### config.mk
export PLATFORM = sky130hd
export DESIGN_NAME = gpio_debounce_bank
export DESIGN_NICKNAME = d
export VERILOG_FILES = /design/src/rtl/gdb_pkg.sv /design/src/rtl/gdb_sync.sv /design/src/rtl/gdb_tick_div.sv /design/src/rtl/gdb_filter_cell.sv /design/src/rtl/gpio_debounce_bank.sv
export SDC_FILE = /design/constraint.sdc
export NUM_CORES = 1
export LEC_CHECK = 0
export ABC_AREA = 0
export BUFFER_PORTS_ARGS = -buffer_cell sky130_fd_sc_hd__buf_4
export CORE_MARGIN = 2
export CORE_UTILIZATION = 45
export DETAILED_ROUTE_END_ITERATION = 7
export HOLD_SLACK_MARGIN = 0.15
export PLACE_DENSITY = 0.67
export REMOVE_ABC_BUFFERS = 1
export SETUP_SLACK_MARGIN = 0.2
export SKIP_LAST_GASP = 1
export SYNTH_ARGS = -nofsm -noshare
export SYNTH_HDL_FRONTEND = slang
export SYNTH_SLANG_ARGS = --single-unit
### constraint.sdc
create_clock -name clk -period 5.72 [get_ports clk]
set_clock_uncertainty 0.1 [all_clocks]
set_input_delay 0.572 -clock clk [delete_from_list [all_inputs] [get_ports clk]]
set_output_delay 0.572 -clock clk [all_outputs]
set_load 0.02 [all_outputs]
### src/rtl/gdb_pkg.sv
`timescale 1ns/1ps
package gdb_pkg;

  typedef enum logic [1:0] {
    DB_PASS = 2'd0,
    DB_FAST = 2'd1,
    DB_DIV  = 2'd2
  } db_mode_e;

  function automatic db_mode_e pick_mode(input logic en, input logic sel);
    if (!en)     return DB_PASS;
    else if (sel) return DB_DIV;
    else          return DB_FAST;
  endfunction

endpackage

### src/rtl/gdb_sync.sv
`timescale 1ns/1ps
module gdb_sync #(
  parameter int WIDTH  = 32,
  parameter int STAGES = 2
) (
  input  logic             clk,
  input  logic             rst_n,
  input  logic [WIDTH-1:0] d_i,
  output logic [WIDTH-1:0] q_o
);

  logic [WIDTH-1:0] stage_q [STAGES];
  logic [WIDTH-1:0] stage_d [STAGES];

  for (genvar s = 0; s < STAGES; s++) begin : g_stage
    if (s == 0) begin : g_first
      always_comb stage_d[s] = d_i;
    end else begin : g_next
      always_comb stage_d[s] = stage_q[s-1];
    end

    always_ff @(posedge clk or negedge rst_n) begin
      if (!rst_n) stage_q[s] <= '0;
      else        stage_q[s] <= stage_d[s];
    end
  end

  assign q_o = stage_q[STAGES-1];

endmodule

### src/rtl/gdb_tick_div.sv
`timescale 1ns/1ps
module gdb_tick_div #(
  parameter int DIV_W = 24
) (
  input  logic             clk,
  input  logic             rst_n,
  input  logic             wr_i,
  input  logic [DIV_W-1:0] value_i,
  output logic             tick_o
);

  logic [DIV_W-1:0] cfg_q, cfg_d;
  logic [DIV_W-1:0] cnt_q, cnt_d;
  logic             wrap;

  always_comb begin
    wrap   = (cnt_q == cfg_q);
    tick_o = wrap && !wr_i;
    cfg_d  = cfg_q;
    cnt_d  = cnt_q + DIV_W'(1);
    if (wr_i) begin
      cfg_d = value_i;
      cnt_d = '0;
    end else if (wrap) begin
      cnt_d = '0;
    end
  end

  always_ff @(posedge clk or negedge rst_n) begin
    if (!rst_n) begin
      cfg_q <= '0;
      cnt_q <= '0;
    end else begin
      cfg_q <= cfg_d;
      cnt_q <= cnt_d;
    end
  end

  // a nonzero reload value never yields two ticks in adjacent cycles
  p_tick_spacing_r5: assert property (@(posedge clk) disable iff (!rst_n)
    (tick_o && cfg_q != '0 && !wr_i) |=> !tick_o);

  // the count never runs past the reload value
  p_cnt_in_range_r5: assert property (@(posedge clk) disable iff (!rst_n)
    cnt_q <= cfg_q);

  // right after a load, a tick appears only if the new value is zero
  p_restart_r6: assert property (@(posedge clk) disable iff (!rst_n)
    wr_i |=> (!tick_o || cfg_q == '0 || wr_i));

endmodule

### src/rtl/gdb_filter_cell.sv
`timescale 1ns/1ps
module gdb_filter_cell
  import gdb_pkg::*;
(
  input  logic clk,
  input  logic rst_n,
  input  logic raw_i,
  input  logic en_i,
  input  logic sel_i,
  input  logic tick_div_i,
  output logic out_o
);

  db_mode_e mode;
  logic     smp;
  logic     filt_q, filt_d;
  logic     pend_q, pend_d;

  always_comb begin
    mode   = pick_mode(en_i, sel_i);
    smp    = (mode == DB_DIV) ? tick_div_i : 1'b1;
    filt_d = filt_q;
    pend_d = pend_q;
    case (mode)
      DB_PASS: begin
        filt_d = raw_i;
        pend_d = 1'b0;
      end
      default: begin
        if (smp) begin
          if (raw_i != filt_q) begin
            if (pend_q) begin
              filt_d = raw_i;
              pend_d = 1'b0;
            end else begin
              pend_d = 1'b1;
            end
          end else begin
            pend_d = 1'b0;
          end
        end
      end
    endcase
  end

  always_ff @(posedge clk or negedge rst_n) begin
    if (!rst_n) begin
      filt_q <= 1'b0;
      pend_q <= 1'b0;
    end else begin
      filt_q <= filt_d;
      pend_q <= pend_d;
    end
  end

  assign out_o = (mode == DB_PASS) ? raw_i : filt_q;

  // an enabled filter holds its level between sample ticks
  p_hold_no_tick_r4: assert property (@(posedge clk) disable iff (!rst_n)
    (en_i && !smp) |=> $stable(filt_q));

  // the first differing sample only arms the filter
  p_first_sample_arms_r3: assert property (@(posedge clk) disable iff (!rst_n)
    (en_i && !pend_q) |=> $stable(filt_q));

endmodule

### src/rtl/gpio_debounce_bank.sv
`timescale 1ns/1ps
module gpio_debounce_bank #(
  parameter int NUM_PINS    = 32,
  parameter int DIV_W       = 24,
  parameter int SYNC_STAGES = 2
) (
  input  logic                clk,
  input  logic                rst_n,
  input  logic [NUM_PINS-1:0] pin_in,
  input  logic [NUM_PINS-1:0] db_en,
  input  logic [NUM_PINS-1:0] div_sel,
  input  logic                div_wr,
  input  logic [DIV_W-1:0]    div_value,
  output logic [NUM_PINS-1:0] pin_out
);

  localparam int LAST_PIN = NUM_PINS - 1;

  logic [LAST_PIN:0] sync_lvl;
  logic              div_tick;

  gdb_sync #(
    .WIDTH (NUM_PINS),
    .STAGES(SYNC_STAGES)
  ) u_sync (
    .clk  (clk),
    .rst_n(rst_n),
    .d_i  (pin_in),
    .q_o  (sync_lvl)
  );

  gdb_tick_div #(
    .DIV_W(DIV_W)
  ) u_div (
    .clk    (clk),
    .rst_n  (rst_n),
    .wr_i   (div_wr),
    .value_i(div_value),
    .tick_o (div_tick)
  );

  for (genvar i = 0; i < NUM_PINS; i++) begin : g_pin
    gdb_filter_cell u_cell (
      .clk       (clk),
      .rst_n     (rst_n),
      .raw_i     (sync_lvl[i]),
      .en_i      (db_en[i]),
      .sel_i     (div_sel[i]),
      .tick_div_i(div_tick),
      .out_o     (pin_out[i])
    );
  end

  // outputs come out of reset cleared
  p_reset_clear_r8: assert property (@(posedge clk)
    $rose(rst_n) |-> (pin_out & db_en) == '0);

endmodule

[Yosys cells after proc, flatten, opt, wreduce, memory -nomap -nowiden]
Cells that the tools add are included.
Word-level totals
  flip-flop bits (word level): 176
  bits of input ports: 123
  output and inout bits: 32
  word-level logic and storage cells: 682
Operators by class
  $add $sub $neg: 1
  equality and inequality tests: 65
  muxes and demuxes: 386
  reduce and logical (&&, ||, !) cells: 162
Operators by type and width (number)
  2-to-1 mux 1 bit: 320
  nonzero test 2 bit: 96
  2-to-1 mux 2 bit: 64
  AND reduction 3 bit: 32
  == test 2 bit (second input constant): 32
  logical NOT 2 bit: 32
  2-to-1 mux 24 bit: 2
  inequality test 1 bit: 32
  adder 24 x 1 -> 24 bit (second input constant): 1
  == test 24 bit: 1
  logical AND 1 bit: 1
  logical NOT 1 bit: 1

[Logic depth before layout (Yosys ltp)]
Gate-level depths: netlist of run 1.
  depth in word-level cells: 6
  mapped depth: 7
  gate-level depth less buffers: 5

[Hierarchy]
From an unflattened synthesis of run 1, not the netlist that was laid out.
Second synthesis, totals
  cells, all modules: 627
  area, all modules: 7831.3 sq um
By module, submodules not included
  gdb_filter_cell: times used 32, cells each 11, area each 116.4 sq um, sequential area each 50.0 sq um
  gdb_tick_div: times used 1, cells each 211, area each 2506.2 sq um, sequential area each 1201.2 sq um
  gdb_sync: times used 1, cells each 64, area each 1601.5 sq um, sequential area each 1601.5 sq um

[Worst setup path before layout of run 1]
OpenSTA, ideal clock, no wires.
  path kind: reg-to-reg
  start: register u_div.cnt_q[2]
  end: register g_pin[0].u_cell.pend_q
  setup time: 79 ps
  data arrival time: 1714 ps
  data required time: 5541 ps
  setup slack: 3826 ps
  stages on the path, launching flop included: 7
  buffers on the path: 1
  period minus slack after synthesis: 1894 ps
  cells stage by stage: dfrtp_1 xor2_1 nor4_2 nand4_4 buf_6 o21ai_2 mux2i_1
On the way
  longest elaborated chain between the ends: 4
Ends and longest elaborated chain
  from (decl): line gdb_tick_div.sv:13  | logic [DIV_W-1:0] cnt_q, cnt_d;
  from (signal assigned): line gdb_tick_div.sv:35  | cnt_q <= cnt_d;
  == test 24 bit: line gdb_tick_div.sv:17  | wrap = (cnt_q == cfg_q);
  logical AND 1 bit: line gdb_tick_div.sv:18  | tick_o = wrap && !wr_i;
  2-to-1 mux 1 bit: line gdb_filter_cell.sv:21  | smp = (mode == DB_DIV) ? tick_div_i : 1'b1;
  nonzero test 2 bit (no source line)
  to (signal assigned): line gdb_filter_cell.sv:52  | pend_q <= pend_d;
  to (decl): line gdb_filter_cell.sv:17  | logic pend_q, pend_d;
No other way between the ends.
A chain may end at the register's enable or synchronous reset.

[Worst setup path in the final report of run 1]
  start: register u_div.cnt_q[2]
  end: register u_div.cnt_q[16]
On the way
  longest elaborated chain between the ends: 3
  elaborated cells on any way between the ends: 4
  those cells by class: 1 x add/sub; 1 x eq/ne; 2 x mux
Ends and longest elaborated chain
  adder 24 x 1 -> 24 bit or == test 24 bit (tied branches): line gdb_tick_div.sv:20, gdb_tick_div.sv:17
  2-to-1 mux 24 bit *: line gdb_tick_div.sv:24  | end else if (wrap) begin
  2-to-1 mux 24 bit *: line gdb_tick_div.sv:21  | if (wr_i) begin
  via u_div.cnt_d[16]: line gdb_tick_div.sv:13
The timed path passes the listed nets; every way through them passes the cells marked *.

==> impl_results.md, run 1 <==
- Layout cells sized above 1: 0.293
- Drt total wl: 19,200 µm
- WL/cell: 15.8 µm
- Max Fanout on Critical Path: 24
- Final setup viols: 0
- First-pass GRT wire length: between 30,000 and 40,000 µm
- Hold slack: 0.182 ns
- Crit-path slowest cell: and4_1
- Flops & latches, synth: approximately 180
- Iteration-0 DRC Markers: approximately 280
- Final #Nets: approximately 1,100
- Vias in the first global route: roughly 6,200
- Crit Path Class: reg -> reg
- Yosys warning count: 0
- Setup TNS: 0 ns
- Clock Latency Late Sink: ~0.43 ns
- Max Cap Violations: 0
- Power Total: about 3.0 mW
- Unrepaired setup endpoints after global routing: no
- # hold bufs at CTS: 30
- Max IR drop VDD: 0.188 mV
- Number of clock sinks: roughly 180
- Detail Placement HPWL: about 13,000 µm
- EDFF count, synth: 0
- Vias: around 6,500
- # IOs: 155
- Clock transition at path regs: 0.06 ns
- Via/cell ratio: between 5 and 6
- RePlAce Congestion: roughly 0.78
- CP peak stage delay: approximately 0.90 ns
- Tcrit/Tclk final: 0.475
- Post-synthesis cell type count: 28
- Port Buf Inserts: 154
- Status: complete, no violations
- Remaining global-route overflow: 0
- Hold depth: 1
- Post-synth top area cell: dfrtp_1
- HP Class: in -> reg
- CP startpoint kind: flop
- Worst path depth: 5
- CP top delay family: simple AND/OR/NAND/NOR gates
- Reg2Reg Depth: 5
- Final Hold Viols: 0
- Syn avg cell area: approximately 11 µm²
- DRC: 0
- Post-CTS sizing: 0
- Critical path origin: u_div.cnt_q[2]$_DFF_PN0_
- Clock buffer depth: 2
- Cell Area, Synth: around 9000 µm²
- Crit-path cells: xor2_1, nor4_2, and4_1, a31o_4, nor2_1
- Post-synth ARST share: 1.00
- TritonCTS clock tree: yes
- WP buf/inv: 0
- Register area share after synthesis: 0.498
- Layout area overhead: 22.0%
- Initial Util: 0.456
- Most frequent cell after synthesis: dfrtp_1
- CTS root buf: clkbuf_16
- Drt first pass iters: 4
- Synth cell count leaders: dfrtp_1 (176), xor2_1 (75), nand2_1 (69)
- Slew margin rel.: 0.356
- Flop2flop setup slack: approximately 3 ns
- GRT Overall Usage: 0.189
- H-tree depth: 4
- Yosys top cell area share: 0.498
- Largest net degree at the start of global routing: 77
- Beginning of the worst hold path: pin_in[30]
- Area contributors post-synth: dfrtp_1 (50%), xor2_1 (7.4%), mux2_2 (7.1%)
- DRT antenna net count: 0
- Slew Limit Fails: 0
- CTS buffer count: 17
- Initial antenna violation count: 0
- Area of the die: 20,800 µm²
- Critical register-to-register path startpoint: u_div.cnt_q[2]$_DFF_PN0_
- Worst slew pin tran: 0.966 ns
- Critical path capture point type: flop
- Worst Path Arrival: approximately 2.9 ns
- Worst Path Required: 5.92 ns
- Core area: slightly below 20,000 µm²
- Die width: about 140 µm
- Ys flop type: dfrtp_1
- Worst R2R End: u_div.cnt_q[16]$_DFF_PN0_
- Fmax: 0.368 GHz
- Pwr Density: 277 nW/µm²
- Leak pwr: 5.04 nW
- Minimum clock period: about 2.7 ns
- Post-CTS setup repair buffer count: 0
- Worst hold endpoint: u_sync.stage_d[30]$_DFF_PN0_
- Syn Inst Count: about 800
- Chip height: about 140 µm
- ANT cells: 0
- Std cell rows: between 50 and 60
[how the worst max path moves through the flow]
stage | to | slack (ns)
after floorplan | g_pin[14].u_cell.pend_q$_DFFE_PN0P_ | 2.24
after global placement | u_div.cnt_q[22]$_DFF_PN0_ | 3.04
after detailed placement | u_div.cnt_q[6]$_DFF_PN0_ | 2.99
after CTS | u_div.cnt_q[12]$_DFF_PN0_ | 2.98
after global routing | g_pin[19].u_cell.filt_q$_DFFE_PN0P_ | 2.77
final | u_div.cnt_q[16]$_DFF_PN0_ | 3.00
[sequential cells by signal (all words and copies together), names as in the netlist]
name and count:
u_sync.stage_d 32, g_pin.u_cell.pend_q 32, u_div.cfg_q 24, u_sync.q_o 32
g_pin.u_cell.filt_q 32, u_div.cnt_q 24
[metrics by stage]
step | area, µm² | utilization | setup slack [ns] | instances
floorplan | 8420 | - | 2.24 | 731
global placement | 9960 | 0.513 | 3.04 | 1156
detailed placement | 9960 | 0.513 | 2.99 | 1156
CTS | 10800 | 0.556 | 2.98 | 1215
global route | 10800 | 0.557 | 2.77 | 1217
finish | 10800 | 0.557 | 3.00 | 1217
[cell families (layout without fill, tap and decap cells)]
| family | after synthesis | in the layout | synth area share |
|---|---|---|---|
| muxes | 88 | 88 | 0.107 |
| AOI/OAI and AO/OA | 97 | 97 | 0.0953 |
| buffers and inverters | 93 | 254 | 0.0628 |
| and+or+nand+nor | 258 | 258 | 0.158 |
| xor gates and xnor gates | 78 | 78 | 0.0772 |
| DFF | 176 | 176 | 0.498 |
| adders and majority gates | 1 | 1 | 0.00141 |
[worst reg2reg max path, delay by kind of cell, from the launching register on]
| family | cells | cell delay, ns |
|---|---|---|
| DFF | 1 | 0.44 |
| xor gates and xnor gates | 1 | 0.19 |
| and+or+nand+nor | 3 | 1.41 |
| AOI/OAI and AO/OA | 1 | 0.46 |
[where the power goes]
part	internal (mW)	leakage (nW)	switching, mW
combinational	0.257	2.63	0.223
clock	0.591	0.257	0.464
sequential	1.35	2.16	0.106
total	2.20	5.04	0.793
[cells in the final DEF (no fill, tap or decap)]
master and count:
and3_1 6, xnor2_1 3, nor2_1 56, nand2_1 69
clkbuf_1 2, nor4_2 6, clkinv_2 4, buf_4 159
inv_1 33, nand3_1 41, a31o_4 1, and4_1 6
o21ai_0 4, mux2_2 56, nand4_1 37, buf_6 1
and3b_1 33, and2_1 2, clkinvlp_4 2, ha_1 1
o21ai_2 28, clkbuf_16 17, nand4_4 1, xor2_1 75
dfrtp_1 176, o2111ai_1 32, clkbuf_8 4, mux2i_1 32
a221oi_1 32, nand3b_1 1, dlygate4sd3_1 32
[final cells by class]
type	instances	area, µm²
clock buffer	23	488
clock inverter	6	35.0
fill	1702	8600
inverter	33	124
multi-input combinational	522	3890
sequential	176	4400
tap	265	332
timing repair buffer	192	1530
[layer usage]
layer / vias to the layer above / track usage / wire, µm
met2: 169 / 0.289 / 8790
met5: - / 0 / 0
met1: 3149 / 0.266 / 9050
li1: 3126 / - / -
met4: 0 / 0.0567 / 280
met3: 22 / 0.0470 / 1070
(Power assumes the default switching activity.)
==> run 2: changes to the inputs <==
ABC_AREA = 1   (was 0)
PLACE_DENSITY = 0.68   (was 0.67)
clock period = 2.6 ns   (was 5.72 ns; I/O delays follow)
==> run 2 against run 1 <==
Compared with the run above: final cell count rose by 19%; largest cell class unchanged; worst hold slack worse by 0.017 ns; non-clock buffer count grew 86; global-route usage rose by 0.29 points; clock-buffer cell count fell by 5; maximum frequency rose by 26%.
==> impl_results.md, run 2 <==
- Via/cell ratio: 4.66 (-12%)
- Crit-path slowest cell: dfrtp_1
- DRC: 0 (unchanged)
- Fin util: 0.626 (+0.0691)
- Final #Nets: 1,335 (+25%)
- GRT Overall Usage: 0.192 (+0.00290)
- Most frequent cell after synthesis: nand2_1
- Worst setup margin: 0.436 ns (-2.57 ns)
- Worst R2R End: g_pin[19].u_cell.filt_q$_DFFE_PN0P_
- Port Buf Inserts: 154 (unchanged)
- Number of clock sinks: 176 (unchanged)
- CTS root buf: clkbuf_16
- Iteration-0 DRC Markers: 321 (+14%)
- Worst slew pin tran: 0.621 ns (-0.344 ns)
- # IOs: 155 (unchanged)
- Yosys top cell area share: 0.543 (+0.0450)
- Flop2flop setup slack: 0.44 ns (-2.57 ns)
- Final Hold Viols: 0 (unchanged)
- Clock transition at path regs: 0.07 ns (about the same)
- Post-CTS sizing: 0 (unchanged)
- Tcrit/Tclk final: 0.832 (+0.357)
- Worst hold endpoint: g_pin[17].u_cell.pend_q$_DFFE_PN0P_
- Vias in the first global route: 6,494 (+5.2%)
- Synth cell count leaders: nand2_1 (275), dfrtp_1 (176), inv_1 (121)
- Drt total wl: 18,000 µm (-6.4%)
- # hold bufs at CTS: 117 (+290%)
- Hold slack: 0.165 ns (-0.0172 ns)
- Ys flop type: dfrtp_1
- Yosys warning count: 0 (unchanged)
- WL/cell: 12.4 µm (-22%)
- Final setup viols: 0 (unchanged)
- Cell Area, Synth: 8120 µm² (-8.3%)
- Clock buffer depth: 2 (unchanged)
- Vias: 6,768 (+4.7%)
- TritonCTS clock tree: yes
- Post-synthesis cell type count: 27 (-3.6%)
- ANT cells: 0 (unchanged)
- First-pass GRT wire length: 29,900 µm (-2.7%)
- Area contributors post-synth: dfrtp_1 (54%), nand2_1 (13%), o21ai_0 (6.4%)
- Critical register-to-register path startpoint: u_div.cnt_q[1]$_DFF_PN0_
- Syn Inst Count: 955 (+21%)
- Most frequent cells in the layout: nand2_1 (275), dfrtp_1 (176), buf_4 (158)
- Post-CTS setup repair buffer count: 0 (unchanged)
- Max IR drop VDD: 0.489 mV (+160%)
- Die width: 138 µm (-4.1%)
- CP startpoint kind: flop
- Initial Util: 0.455 (-0.00133)
- Reg2Reg Depth: 13 (+8)
- Area of the die: 19,100 µm² (-8.1%)
- Layout area overhead: 37.6%
- Worst slack, placed: 0.440 ns (-2.55 ns)
- Std cell rows: 49 (-3.9%)
- Syn avg cell area: 8.50 µm² (-24%)
- Post-synth ARST share: 1.00 (unchanged)
- EDFF count, synth: 0 (unchanged)
- Detail Placement HPWL: 11,800 µm (-6.4%)
- Slew Limit Fails: 0 (unchanged)
- Largest net degree at the start of global routing: 65 (-16%)
- Most used cell, CP: nand2_1
- Setup TNS: 0 ns (unchanged)
- Max Cap Violations: 0 (unchanged)
- Placed cell count: 1,304 (+13%)
- Crit-path cells: inv_1, nand2_1, nand2_1, nand2_1, nor2_1, nand2_1, nor2_2, nand3_2, buf_12, nand2_1, nand2_1, nand2_1, o21ai_1
- RePlAce Congestion: 0.870 (+11%)
- Worst Path Required: 2.81 ns (-3.11 ns)
- HP Class: in -> reg
- CP peak stage delay: 0.41 ns (-0.49 ns)
- Beginning of the worst hold path: div_sel[17]
- Minimum clock period: 2.16 ns (-0.555 ns)
- Post-synth top area cell: dfrtp_1
- Core area: 17,800 µm² (-8.0%)
- Hold depth: 5 (+4)
- Unrepaired setup endpoints after global routing: no
- Flops & latches, synth: 176 (unchanged)
- Critical path capture point type: flop
- Fmax: 0.462 GHz (+26%)
- Pwr Density: 643 nW/µm² (+130%)
- Max Fanout on Critical Path: 24 (unchanged)
- Remaining global-route overflow: 0 (unchanged)
- Most common cell after layout, fill and taps aside: nand2_1
- Status: complete, no violations
- Crit Path Class: reg -> reg
- Drt first pass iters: 5 (+1)
- Slew margin rel.: 0.586 (+0.230)
- H-tree depth: 4 (unchanged)
- Layout cells sized above 1: 0.165 (-0.128)
- Post-Layout Cell Count: 1,453 (+19%)
- Chip height: 138 µm (-4.1%)
- Leak pwr: 5.55 nW (+10%)
- DRT antenna net count: 0 (unchanged)
- Worst Path Arrival: 2.38 ns (-0.54 ns)
- Initial antenna violation count: 0 (unchanged)
- CTS buffer count: 17 (unchanged)
- Register area share after synthesis: 0.543 (+0.0450)
- Clock Latency Late Sink: 0.43 ns (about the same)
-- run 2: changes by cell type in the layout (fill, tap and decap cells not counted), moves of 48 or more --
cell	previous run	this run
nand2_1	69	275
o21ai_0	4	104
inv_1	33	121
dlygate4sd3_1	32	117
xor2_1	75	12
mux2_2	56	0
xnor2_1	3	51
-- run 2: cell type report --
type	instances	area, µm²
multi-input combinational	613	2940
clock buffer	18	429
clock inverter	14	224
inverter	125	469
tap	229	287
timing repair buffer	278	2410
sequential	176	4400
fill	1417	6680
-- run 2: stage by stage --
stage	power (mW)	instance area, µm²
final	7.18	11200
after global routing	7.53	11200
after CTS	7.24	11200
after detailed placement	4.24	9340
after global placement	4.21	9340
after floorplan	3.78	7820
-- run 2: logic make-up after synthesis --
| kind of cell | count (synthesis) | share of synthesized area |
|---|---|---|
| simple gates | 407 | 0.205 |
| flops | 176 | 0.543 |
| fa+ha+maj | 1 | 0.00154 |
| xor+xnor | 63 | 0.0680 |
| compound gates | 142 | 0.0885 |
| buf+inv | 166 | 0.0948 |
-- run 2: critical path: cells and delay by family, from the launching register on --
kind	cells	cell delay, ns
and+or+nand+nor	10	1.09
DFF	1	0.41
buffers and inverters	2	0.38
AOI/OAI and AO/OA	1	0.06
-- run 2: how the worst max path moves through the flow --
stage,slack (ns),start,to
2_1_floorplan,0.72,u_div.cnt_q[5]$_DFF_PN0_,g_pin[24].u_cell.filt_q$_DFFE_PN0P_
3_3_place_gp,0.51,u_div.cnt_q[0]$_DFF_PN0_,g_pin[3].u_cell.filt_q$_DFFE_PN0P_
3_5_place_dp,0.44,u_div.cnt_q[1]$_DFF_PN0_,g_pin[3].u_cell.filt_q$_DFFE_PN0P_
4_1_cts,0.44,u_div.cnt_q[1]$_DFF_PN0_,g_pin[19].u_cell.filt_q$_DFFE_PN0P_
5_1_grt,0.24,u_div.cnt_q[1]$_DFF_PN0_,g_pin[13].u_cell.filt_q$_DFFE_PN0P_
6_report,0.44,u_div.cnt_q[1]$_DFF_PN0_,g_pin[19].u_cell.filt_q$_DFFE_PN0P_
-- run 2: routing by layer --
layer / vias up / GRT usage / wire length, µm
li1: 3470 / - / -
met1: 3128 / 0.252 / 8160
met2: 145 / 0.319 / 8780
met3: 25 / 0.0402 / 724
met4: 0 / 0.0639 / 301
met5: - / 0 / 0
-- run 2: report_power, final --
part / total, mW / switching (mW) / internal [mW]
registers: 3.16 / 0.172 / 2.99
logic: 1.19 / 0.596 / 0.590
clock network: 2.83 / 1.11 / 1.72
